[src/rtl/gpio_irq_pkg.sv]
package gpio_irq_pkg;
   // word indices (byte address / 4)
   localparam int WI_MK_IN  = 0;
   localparam int WI_MK_OUT = 1;
   localparam int WI_SET    = 2;   // read: pin state
   localparam int WI_CLR    = 3;   // read: pending
   localparam int WI_DIR    = 4;
   localparam int WI_ENA    = 5;
   localparam int WI_MODE   = 6;   // 1 = edge
   localparam int WI_POL    = 7;   // 1 = high / rising
   localparam int WI_BOTH   = 8;   // 1 = either edge

   typedef struct packed {
      logic mk_in;
      logic mk_out;
      logic set;
      logic clr;
      logic ena;
      logic mode;
      logic pol;
      logic both;
   } wr_hit_t;
endpackage

[src/rtl/gpio_irq_sync.sv]
module gpio_irq_sync #(
   parameter int W      = 32,
   parameter int STAGES = 2
) (
   input  logic         clk,
   input  logic         rst_n,
   input  logic [W-1:0] d_i,
   output logic [W-1:0] q_o
);
   generate
      if (STAGES < 2) begin : g_bad
         $error("gpio_irq_sync: STAGES must be at least 2");
      end
   endgenerate

   logic [STAGES-1:0][W-1:0] chain_q;

   always_ff @(posedge clk or negedge rst_n) begin
      if (!rst_n) chain_q <= '0;
      else        chain_q <= {chain_q[STAGES-2:0], d_i};
   end

   assign q_o = chain_q[STAGES-1];
endmodule

[src/rtl/gpio_irq_regs.sv]
module gpio_irq_regs
   import gpio_irq_pkg::*;
#(
   parameter int N      = 32,
   parameter int AW     = 8,
   parameter int DW     = 32
) (
   input  logic          clk,
   input  logic          rst_n,
   input  logic          psel,
   input  logic          penable,
   input  logic          pwrite,
   input  logic [AW-1:0] paddr,
   input  logic [DW-1:0] pwdata,
   output logic [DW-1:0] prdata,
   input  logic [N-1:0]  sync_i,
   input  logic [N-1:0]  pend_i,
   output logic [N-1:0]  dir_o,
   output logic [N-1:0]  dout_o,
   output logic [N-1:0]  ena_o,
   output logic [N-1:0]  mode_o,
   output logic [N-1:0]  pol_o,
   output logic [N-1:0]  both_o,
   output logic [N-1:0]  clr_o
);
   localparam int IDX_W = AW - 2;

   generate
      if (AW < 6) begin : g_aw_bad
         $error("gpio_irq_regs: address too narrow for the map");
      end
      if (N > DW) begin : g_n_bad
         $error("gpio_irq_regs: more lines than data bits");
      end
   endgenerate

   logic [IDX_W-1:0] idx;
   logic             aligned, wr_acc;
   wr_hit_t          hit;
   logic [N-1:0]     wmask;

   assign idx     = paddr[AW-1:2];
   assign aligned = (paddr[1:0] == 2'b00);
   assign wr_acc  = psel & penable & pwrite & aligned;
   assign wmask   = pwdata[N-1:0];

   always_comb begin
      hit        = '0;
      hit.mk_in  = wr_acc && (idx == IDX_W'(WI_MK_IN));
      hit.mk_out = wr_acc && (idx == IDX_W'(WI_MK_OUT));
      hit.set    = wr_acc && (idx == IDX_W'(WI_SET));
      hit.clr    = wr_acc && (idx == IDX_W'(WI_CLR));
      hit.ena    = wr_acc && (idx == IDX_W'(WI_ENA));
      hit.mode   = wr_acc && (idx == IDX_W'(WI_MODE));
      hit.pol    = wr_acc && (idx == IDX_W'(WI_POL));
      hit.both   = wr_acc && (idx == IDX_W'(WI_BOTH));
   end

   logic [N-1:0] dir_q, dout_q, ena_q, mode_q, pol_q, both_q;

   always_ff @(posedge clk or negedge rst_n) begin
      if (!rst_n) begin
         dir_q  <= '0;
         dout_q <= '0;
         ena_q  <= '0;
         mode_q <= '0;
         pol_q  <= '0;
         both_q <= '0;
      end else begin
         if (hit.mk_in)  dir_q  <= dir_q & ~wmask;
         if (hit.mk_out) dir_q  <= dir_q | wmask;
         if (hit.set)    dout_q <= dout_q | wmask;
         if (hit.clr)    dout_q <= dout_q & ~wmask;
         if (hit.ena)    ena_q  <= wmask;
         if (hit.mode)   mode_q <= wmask;
         if (hit.pol)    pol_q  <= wmask;
         if (hit.both)   both_q <= wmask;
      end
   end

   assign dir_o  = dir_q;
   assign dout_o = dout_q;
   assign ena_o  = ena_q;
   assign mode_o = mode_q;
   assign pol_o  = pol_q;
   assign both_o = both_q;
   assign clr_o  = hit.clr ? wmask : '0;

   logic [N-1:0] rd_n;
   always_comb begin
      rd_n = '0;
      if (aligned) begin
         if      (idx == IDX_W'(WI_SET))  rd_n = (dir_q & dout_q) | (~dir_q & sync_i);
         else if (idx == IDX_W'(WI_CLR))  rd_n = pend_i;
         else if (idx == IDX_W'(WI_DIR))  rd_n = dir_q;
         else if (idx == IDX_W'(WI_ENA))  rd_n = ena_q;
         else if (idx == IDX_W'(WI_MODE)) rd_n = mode_q;
         else if (idx == IDX_W'(WI_POL))  rd_n = pol_q;
         else if (idx == IDX_W'(WI_BOTH)) rd_n = both_q;
      end
   end
   assign prdata = DW'(rd_n);

   AST_SET_TAKES: assert property (@(posedge clk) disable iff (!rst_n)
      hit.set |=> ((dout_q & $past(wmask)) == $past(wmask)));
   AST_CLR_TAKES: assert property (@(posedge clk) disable iff (!rst_n)
      hit.clr |=> ((dout_q & $past(wmask)) == '0));
   AST_MKIN_TAKES: assert property (@(posedge clk) disable iff (!rst_n)
      hit.mk_in |=> ((dir_q & $past(wmask)) == '0));
   AST_MKOUT_TAKES: assert property (@(posedge clk) disable iff (!rst_n)
      hit.mk_out |=> ((dir_q & $past(wmask)) == $past(wmask)));
endmodule

[src/rtl/gpio_irq_line.sv]
module gpio_irq_line (
   input  logic clk,
   input  logic rst_n,
   input  logic s_i,
   input  logic en_i,
   input  logic edge_i,
   input  logic pol_i,
   input  logic both_i,
   input  logic clr_i,
   output logic pend_o
);
   logic prev_q, latch_q, rise, fall, edge_hit;

   assign rise     = s_i & ~prev_q;
   assign fall     = ~s_i & prev_q;
   assign edge_hit = both_i ? (rise | fall) : (pol_i ? rise : fall);

   always_ff @(posedge clk or negedge rst_n) begin
      if (!rst_n) begin
         prev_q  <= 1'b0;
         latch_q <= 1'b0;
      end else begin
         prev_q  <= s_i;
         latch_q <= en_i & edge_i & (edge_hit | (latch_q & ~clr_i));
      end
   end

   assign pend_o = en_i & (edge_i ? latch_q : (s_i == pol_i));

   AST_EDGE_STICKY: assert property (@(posedge clk) disable iff (!rst_n)
      (latch_q && en_i && edge_i && !clr_i) |=> latch_q);
   AST_EDGE_WINS: assert property (@(posedge clk) disable iff (!rst_n)
      (en_i && edge_i && edge_hit && clr_i) |=> latch_q);
endmodule

[src/rtl/gpio_irq_ctrl.sv]
module gpio_irq_ctrl #(
   parameter int N_LINES     = 32,
   parameter int ADDR_W      = 8,
   parameter int DATA_W      = 32,
   parameter int SYNC_STAGES = 2
) (
   input  logic               pclk,
   input  logic               presetn,
   input  logic               psel,
   input  logic               penable,
   input  logic               pwrite,
   input  logic [ADDR_W-1:0]  paddr,
   input  logic [DATA_W-1:0]  pwdata,
   output logic [DATA_W-1:0]  prdata,
   input  logic [N_LINES-1:0] pin_i,
   output logic [N_LINES-1:0] pin_o,
   output logic [N_LINES-1:0] pin_oe,
   output logic               irq_o
);
   logic [N_LINES-1:0] sync_v, pend_v, dir_v, dout_v, ena_v, mode_v, pol_v, both_v, clr_v;

   gpio_irq_sync #(.W(N_LINES), .STAGES(SYNC_STAGES)) u_sync (
      .clk(pclk), .rst_n(presetn), .d_i(pin_i), .q_o(sync_v)
   );

   gpio_irq_regs #(.N(N_LINES), .AW(ADDR_W), .DW(DATA_W)) u_regs (
      .clk(pclk), .rst_n(presetn),
      .psel(psel), .penable(penable), .pwrite(pwrite),
      .paddr(paddr), .pwdata(pwdata), .prdata(prdata),
      .sync_i(sync_v), .pend_i(pend_v),
      .dir_o(dir_v), .dout_o(dout_v), .ena_o(ena_v),
      .mode_o(mode_v), .pol_o(pol_v), .both_o(both_v), .clr_o(clr_v)
   );

   generate
      for (genvar i = 0; i < N_LINES; i++) begin : g_line
         gpio_irq_line u_line (
            .clk(pclk), .rst_n(presetn),
            .s_i(sync_v[i]), .en_i(ena_v[i]), .edge_i(mode_v[i]),
            .pol_i(pol_v[i]), .both_i(both_v[i]), .clr_i(clr_v[i]),
            .pend_o(pend_v[i])
         );
      end
   endgenerate

   assign pin_o  = dout_v;
   assign pin_oe = dir_v;
   assign irq_o  = |pend_v;

   AST_DIS_QUIET: assert property (@(posedge pclk) disable iff (!presetn)
      ((pend_v & ~ena_v) == '0));
endmodule

[config.mk]
export PLATFORM = sky130hd
export DESIGN_NAME = gpio_irq_ctrl
export DESIGN_NICKNAME = d
export VERILOG_FILES = /design/src/rtl/gpio_irq_pkg.sv /design/src/rtl/gpio_irq_sync.sv /design/src/rtl/gpio_irq_regs.sv /design/src/rtl/gpio_irq_line.sv /design/src/rtl/gpio_irq_ctrl.sv
export SDC_FILE = /design/constraint.sdc
export NUM_CORES = 1
export LEC_CHECK = 0
export ABC_AREA = 1
export BUFFER_PORTS_ARGS = -buffer_cell sky130_fd_sc_hd__buf_4
export CORE_UTILIZATION = 40
export DETAILED_ROUTE_END_ITERATION = 8
export SYNTH_ARGS = -nofsm -noshare
export SYNTH_HDL_FRONTEND = slang
export SYNTH_HIERARCHICAL = 1
export SYNTH_SLANG_ARGS = --single-unit
[constraint.sdc]
create_clock -name pclk -period 1.69 [get_ports pclk]
set_input_delay 0.169 -clock pclk [delete_from_list [all_inputs] [get_ports pclk]]
set_output_delay 0.169 -clock pclk [all_outputs]
set_load 0.1 [all_outputs]
# == Word-level counts from Yosys, hierarchy flattened ==
# Index checks and enable logic that the tools add are counted.
# op_classes
n_bitwise,364
n_eq_ne,40
div,0
mux,109
n_lt_le_gt_ge,0
addsub,0
shift,0
multipliers,0
reduce_logical,13
# ops
op,count
32-bit two-way mux,13
1-bit bitwise AND,195
32-bit bitwise AND,4
1-bit two-way mux,96
1-bit inverter,96
32-bit bitwise OR,3
32-bit inverter,2
1-bit bitwise OR,64
1-bit equality test,32
32-bit OR reduction,1
6-bit by 3-bit equality test with 1-bit output (second input constant),4
6-bit by 2-bit equality test with 1-bit output (second input constant),2
1-bit logical AND,8
6-bit by 1-bit equality test with 1-bit output (second input constant),1
6-bit by 4-bit equality test with 1-bit output (second input constant),1
6-bit zero test,1
2-bit nonzero test,2
2-bit zero test,1
# word_totals
ram_bits,0
ff_bits,320
inputBits,77
rom_bits,0
output_inout_bits,97
latch_bits,0
n_memories,0

# == Logic depth before layout (Yosys ltp) ==
# Gate-level depths: netlist of the first run.
# depth
ltp_word,9
depth_mapped,12
depth_no_buf,11

# == Hierarchy ==
# Netlist of the first run, hierarchy kept.
# by_module_without_submodules
module,cells_per_inst,area_per_inst_um2,seq_area_each_um2,n_inst
gpio_irq_regs,1248,9678.0,4804.6,1
gpio_irq_line,28,183.9,50.0,32
gpio_irq_sync,96,1841.8,1601.5,1
gpio_irq_ctrl,45,178.9,0.0,1

# == Least setup slack after synthesis of the first run ==
# Ideal clock, no wire load.
# synth_path
kind,register to output
startpoint,reg with a tool-made name
endpoint,out prdata[10]
path_stages_with_launch,7
slack_ns,-1.291
arrival_ns,2.812
n_path_buf,0
cell_sequence,dfrtp_1 -> inv_1 -> nand2_1 -> o21ai_0 -> nand2_1 -> nand2_1 -> a21oi_1
# synth_lines
element,line_no,source
to (decl),gpio_irq_ctrl.sv:14,"output logic [DATA_W-1:0] prdata,"

# == Worst setup path in the final report of the first run ==
# layout_path
startpoint,reg u_regs.mode_q[26] (netlist: u_regs/mode_o[26])
endpoint,out irq_o
# layout_via
elab_chain_cells,3
# layout_rtl
element,line_no,source
from (decl),gpio_irq_regs.sv:59,"logic [N-1:0] dir_q, dout_q, ena_q, mode_q, pol_q, both_q;"
from (signal assigned),gpio_irq_regs.sv:75,if (hit.mode) mode_q <= wmask;
1-bit two-way mux,gpio_irq_line.sv:28,assign pend_o = en_i & (edge_i ? latch_q : (s_i == pol_i));
1-bit bitwise AND,gpio_irq_line.sv:28,
named net pend_v[26],gpio_irq_ctrl.sv:20,"logic [N_LINES-1:0] sync_v, pend_v, dir_v, dout_v, ena_v, mode_v, pol_v, both_v, clr_v;"
32-bit OR reduction,gpio_irq_ctrl.sv:48,assign irq_o = |pend_v;
to (decl),gpio_irq_ctrl.sv:18,output logic irq_o
# The timed path passes the listed nets, and every way through them passes these cells.

==> results of run 1 <==
-- metal layers --
metal / vias up / part of all wire, %
met5: - / 0
met4: 0 / 3.5
met1: 8226 / 42
met3: 146 / 6.2
met2: 558 / 48
li1: 8205 / -
-- power by group --
group / total [mW] / switching (mW) / leakage [nW] / internal [mW]
logic: 2.15 / 1.28 / 7.89 / 0.862
registers: 8.02 / 0.155 / 4.03 / 7.86
clock network: 8.68 / 3.44 / 0.668 / 5.24
total: 18.8 / 4.88 / 12.6 / 14.0
-- Yosys cell counts (33+ instances only) --
library cell	instances	area share [%]
inv_2	37	0.79
nand2_2	36	1.3
nand2_1	574	12
clkbuf_1	50	1.1
nand3_1	119	3.4
ha_1	64	4.6
o21ai_0	186	5.3
dfrtp_1	320	46
nand4_1	60	2.1
nand3_2	34	1.9
nor2_1	90	1.9
a21oi_1	85	2.4
inv_1	416	8.9
buf_4	33	1.4
-- logic make-up (layout without fill, tap and decap cells) --
kind of cell,Yosys count,after routing
AND/OR/NAND/NOR,929,929
buffers and inverters,566,1130
AO/OA/AOI/OAI,406,406
flip-flops,320,320
adder cells (fa/ha/maj),64,64
other,0,2
-- cell type report --
class                           instances  share of cell area, %
Antenna cell                            2                 0.0192
Clock buffer                           56                   4.44
Clock inverter                         16                  0.637
Inverter                              453                   6.59
Multi-Input combinational cell       1399                   32.3
Sequential cell                       320                   31.5
Tap cell                              585                   2.80
Timing Repair Buffer                  605                   21.7
-- critical path, stage by stage, from the launching register on --
cell and delay (ns):
dfrtp_1 0.37, inv_2 0.05, o21a_1 0.16, nand2_1 0.07, inv_2 0.05, nor2_4 0.15, nand4_1 0.23, nor2_4 0.17
nand2_4 0.08, buf_12 0.17
-- how the worst max path moves through the flow --
stage	endpoint	depth (start not counted)	startpoint	slack [ns]
4_1_cts	irq_o	12	u_regs/pol_o[23]	-0.58
2_1_floorplan	prdata[10]	6	flop	-0.09
6_report	irq_o	9	u_regs/mode_o[26]	-0.55
3_5_place_dp	prdata[22]	10	paddr[7]	-0.26
5_1_grt	irq_o	12	u_regs/pol_o[12]	-0.67
3_3_place_gp	prdata[22]	10	paddr[7]	-0.26
-- metrics by stage --
step                      std cells  hold WS (ns)  power [mW]  setup slack [ns]
after global placement         3182         0.109        9.88            -0.256
after detailed placement       3182         0.109        9.93            -0.255
final                          3436        0.0495        18.8            -0.555
after floorplan                2285        -0.127        9.06           -0.0939
after CTS                      3438        0.0291        19.0            -0.579
after global routing           3436        0.0588        19.5            -0.673
-- what timing repair did --
action | CTS | global route
setup buffers | 126 | 37
hold buffers | 64 | 0
endpoints found under the setup margin | 33 | 39
hold endpoints to repair | 495 | 0
resized for setup | 264 | 136
pin swaps | 96 | 105
==> results.json, run 1 <==
{
  "power_density_nw_per_um2": 721,
  "hold_depth": 3,
  "top_usage_layer": "met2",
  "violations": "negative setup slack",
  "critPathLaunchType": "flop",
  "ir_drop_mv": 0.587,
  "antenna_found_initial": 3,
  "grt_pass1_wl_um": 93300,
  "hold_path_end": "u_regs/ena_o[19]",
  "power.leakage_nw": 12.6,
  "ant_nets": 0,
  "tightest_slew_ns": 0.412,
  "nets": 2959,
  "vias": 17135,
  "cts_tree": "yes",
  "rsz0062_at_grt": "true",
  "syn-instance-count": 2285,
  "coreArea_um2": 43200,
  "rr_startpoint": "u_sync/q_o[29]",
  "fin_crit_sh_pct": 133,
  "grt_max_degree": 54,
  "die-width_um": 212,
  "routed_wl_um": 59200,
  "numPortBuffers": 173,
  "synthFlopType": "dfrtp_1",
  "crit_type": "flop to output port",
  "gr-usage-met3_pct": 4.38,
  "grt_usage_pct": 27.0,
  "fin_setup_tns_ns": -9.83,
  "ys_ff_latch": 320,
  "critPathMaxFanout": 2,
  "start_util_pct": 40.7,
  "die_area_um2": 44800,
  "clk_pin_slew_ns": 0.06,
  "drc": 0,
  "die_h_um": 212,
  "yosys_warnings": 6,
  "clock_sinks": 320,
  "reg2regPathDepth": 14,
  "relSlewSlack_pct": 72.5,
  "syn_area_um2": 17600,
  "rrSetupSlack_ns": -0.10,
  "setup_slack_ns": -0.555,
  "use_met2_pct": 44.8,
  "ys_seq_area_share_pct": 45.5,
  "end_kind": "output port",
  "syn_nets": 2426,
  "vias_per_cell": 4.99,
  "arrival_ns": 2.08,
  "finalHoldViolCount": 0,
  "htree_levels": 2,
  "clockBufferDepth": 3,
  "fin_area_um2": 26100,
  "setup_viol": 34,
  "rows": 76,
  "multi_input_comb_area_um2": 8450,
  "avgSynthCellArea_um2": 7.70,
  "max_freq_mhz": 445,
  "clock_latency_ns": 0.57,
  "synth_adder_area_share_pct": 4.55,
  "regArea_um2": 8220,
  "clock_skew_ns": 0.0186,
  "synth_cell_types": 28,
  "utilization_pct": 60.5,
  "cts_inserted_buffers": 39,
  "gr-usage-met1_pct": 34.8,
  "hpwl_um": 38900,
  "nFillCells": 3747,
  "cp.required_ns": 1.52,
  "hold_path.startpoint": "pwdata[19]",
  "rr_endpoint": "g_line[29].u_line/latch_q",
  "drtIter0Drc": 1169,
  "synth-compound-area-share_pct": 13.2,
  "synth_edf_count": 0,
  "grt.overflow.total": 0,
  "hold_path.class": "input pin to flop",
  "synth_top_family_by_area": "simple AND/OR/NAND/NOR gates",
  "cts_root_buffer": "clkbuf_16",
  "min_period_ns": 2.24,
  "firstDrtPassIters": 6,
  "area_growth_pct": 48.6,
  "num_io_pins": 174,
  "wire_per_inst_um": 17.2,
  "dpl-instance-area_um2": 21900,
  "outcome": "finished, violations left",
  "synth-xor-area-share_pct": 0,
  "yosys.area_share.simple_pct": 23.7,
  "muxShareOfSynthArea_pct": 0,
  "drv_slew": 0,
  "drive_gt1_share_pct": 37.9,
  "final_cell_mix": "541 x nand2_1, 439 x buf_4, 340 x inv_1, 248 x dfrtp_1, 179 x o21ai_0",
  "routabilityCongestion": 0.892,
  "async_flop_share_pct": 100,
  "grt_pass1_vias": 17478,
  "drv_cap": 0,
  "layout_commonest_cell": "nand2_1"
}
(Power assumes the default switching activity.)
==> run 2: changes to the inputs <==
--- a/config.mk
+++ b/config.mk
@@ -8,5 +8,7 @@
 export ABC_AREA = 1
 export BUFFER_PORTS_ARGS = -buffer_cell sky130_fd_sc_hd__buf_4
+export CORE_ASPECT_RATIO = 0.8
 export CORE_UTILIZATION = 40
+export CTS_BUF_LIST = sky130_fd_sc_hd__clkbuf_4 sky130_fd_sc_hd__clkbuf_8
 export DETAILED_ROUTE_END_ITERATION = 8
 export SYNTH_ARGS = -nofsm -noshare
==> constraint.sdc (replaced) <==
create_clock -name pclk -period 1.69 [get_ports pclk]
set_input_delay 0.2535 -clock pclk [delete_from_list [all_inputs] [get_ports pclk]]
set_output_delay 0.2535 -clock pclk [all_outputs]
set_load 0.1 [all_outputs]
==> results.json, run 2 (synthesis gave the netlist of run 1 again) <==
{
  "critPathMaxFanout": 4,
  "die_h_um": 190,
  "ant_nets": 0,
  "clockBufferDepth": 3,
  "setup_viol": 33,
  "placedCellCount": 3228,
  "grt_pass1_wl_um": 94300,
  "clock_skew_ns": 0.0110,
  "rsz0062_at_grt": "true",
  "layout_commonest_cell": "nand2_1",
  "setup_slack_ns": -0.734,
  "power_density_nw_per_um2": 689,
  "cp.required_ns": 1.44,
  "cts_root_buffer": "clkbuf_8",
  "rrSetupSlack_ns": 0.08,
  "antenna_found_initial": 0,
  "clk_pin_slew_ns": 0.06,
  "dpl-instance-area_um2": 22300,
  "routed_wl_um": 59500,
  "grt_usage_pct": 26.9,
  "nFillCells": 3743,
  "crit_chain": "inv_2 -> nand2_1 -> nand3_1 -> nand2_1 -> inv_2 -> nor2_1 -> and2_4 -> nand2_1 -> nor2_4 -> nand2_4 -> buf_12",
  "arrival_ns": 2.17,
  "drive_gt1_share_pct": 39.8,
  "tightest_slew_ns": 0.616,
  "power.leakage_nw": 12.8,
  "drc": 0,
  "vias": 17403,
  "htree_levels": 2,
  "clock_sinks": 320,
  "die_area_um2": 44800,
  "area_growth_pct": 48.7,
  "relSlewSlack_pct": 59.0,
  "hpwl_um": 39800,
  "cts_tree": "yes",
  "cp_slowest_cell": "dfrtp_1",
  "crit_type": "flop to output port",
  "violations": "negative setup slack",
  "final_cell_mix": "527 x nand2_1, 480 x buf_4, 339 x inv_1, 252 x dfrtp_1, 182 x o21ai_0",
  "numPortBuffers": 173,
  "num_io_pins": 174,
  "fin_crit_sh_pct": 143,
  "nets": 3015,
  "fin_setup_tns_ns": -15.19,
  "grt_pass1_vias": 17719,
  "start_util_pct": 40.7,
  "min_period_ns": 2.42,
  "utilization_pct": 60.5,
  "clock_latency_ns": 0.65,
  "grt_max_degree": 56,
  "critPathMaxStageDelay_ns": 0.43,
  "cts_inserted_buffers": 55,
  "final_cells": 3479,
  "finalHoldViolCount": 0,
  "critPathLaunchType": "flop",
  "fin_area_um2": 26100,
  "end_kind": "output port",
  "coreArea_um2": 43200,
  "vias_per_cell": 5.00,
  "drv_cap": 0,
  "whs_ns": 0.0527,
  "die-width_um": 236,
  "grt.overflow.total": 0,
  "firstDrtPassIters": 5,
  "outcome": "finished, violations left",
  "max_freq_mhz": 413,
  "insertedDiodeCount": 0,
  "drv_slew": 0,
  "rows": 68,
  "hold_path.class": "input pin to flop",
  "routabilityCongestion": 0.900,
  "wire_per_inst_um": 17.1,
  "ir_drop_mv": 0.634,
  "drtIter0Drc": 1539,
  "cpMostUsedCell": "nand2_1"
}
==> run 2: changes by cell type in the layout (fill, tap and decap cells not counted), sizes merged <==
| cell | before | now |
|---|---|---|
| diode | 2 | 0 |
| inv | 450 | 448 |
| buf | 541 | 581 |
| bufinv | 3 | 1 |
| clkinv | 11 | 7 |
| clkbuf | 56 | 94 |
==> run 2: layout make-up <==
class | count | area [um^2] | share of cell area [%]
timing repair buffer | 645 | 5960 | 22.8
multi-input combinational | 1399 | 8460 | 32.4
sequential | 320 | 8090 | 30.9
clock inverter | 8 | 65.1 | 0.249
clock buffer | 94 | 1140 | 4.37
tap | 560 | 701 | 2.68
inverter | 453 | 1720 | 6.59
==> run 2: per-layer routing <==
layer	wire, um	part of all wire, %	global-route usage (%)	vias up
met5	0	0	0	-
met4	2080	3.5	9.79	0
met3	4380	7.4	5.05	147
met2	27100	45	43.6	632
met1	26000	44	35.9	8293
li1	-	-	-	8331
==> run 2: power breakdown <==
| part | internal, mW | switching [mW] |
|---|---|---|
| registers | 7.85 | 0.153 |
| logic | 0.932 | 1.32 |
| clock network | 4.38 | 3.36 |
==> run 2: repair_timing <==
| action | CTS | global route |
|---|---|---|
| setup buffers | 113 | 24 |
| gates resized for setup | 275 | 128 |
| endpoints found under the setup margin | 34 | 40 |
| hold buffers | 64 | 0 |
| pin swaps | 111 | 89 |
| endpoints found under the hold margin | 356 | 0 |
==> run 2: worst max-delay path: cells and delay by family, from the launching register on <==
kind                   cells  cell delay (ns)
buffers and inverters      3             0.26
DFF                        1             0.43
and+or+nand+nor            8             0.84
==> run 2: stage by stage <==
stage               setup slack [ns]  power (mW)
floorplan                     -0.206        9.05
global placement              -0.366        9.95
detailed placement            -0.387        10.0
CTS                           -0.791        18.1
global route                  -0.832        18.7
finish                        -0.734        18.0
==> run 2: path summary, 6_finish.rpt <==
kind | start | endpoint | cells after the start
max in group asynchronous | presetn | asynchronous set/reset pin | 3
min | pwdata[19] | u_regs/ena_o[19] | 3
max | u_regs/pol_o[15] | irq_o | 11
min in group asynchronous | presetn | u_sync/chain_q[30] | 2
min reg2reg | u_sync/chain_q[25] | u_sync/q_o[25] | 0
max reg2reg | u_sync/q_o[4] | g_line[4].u_line/latch_q | 12
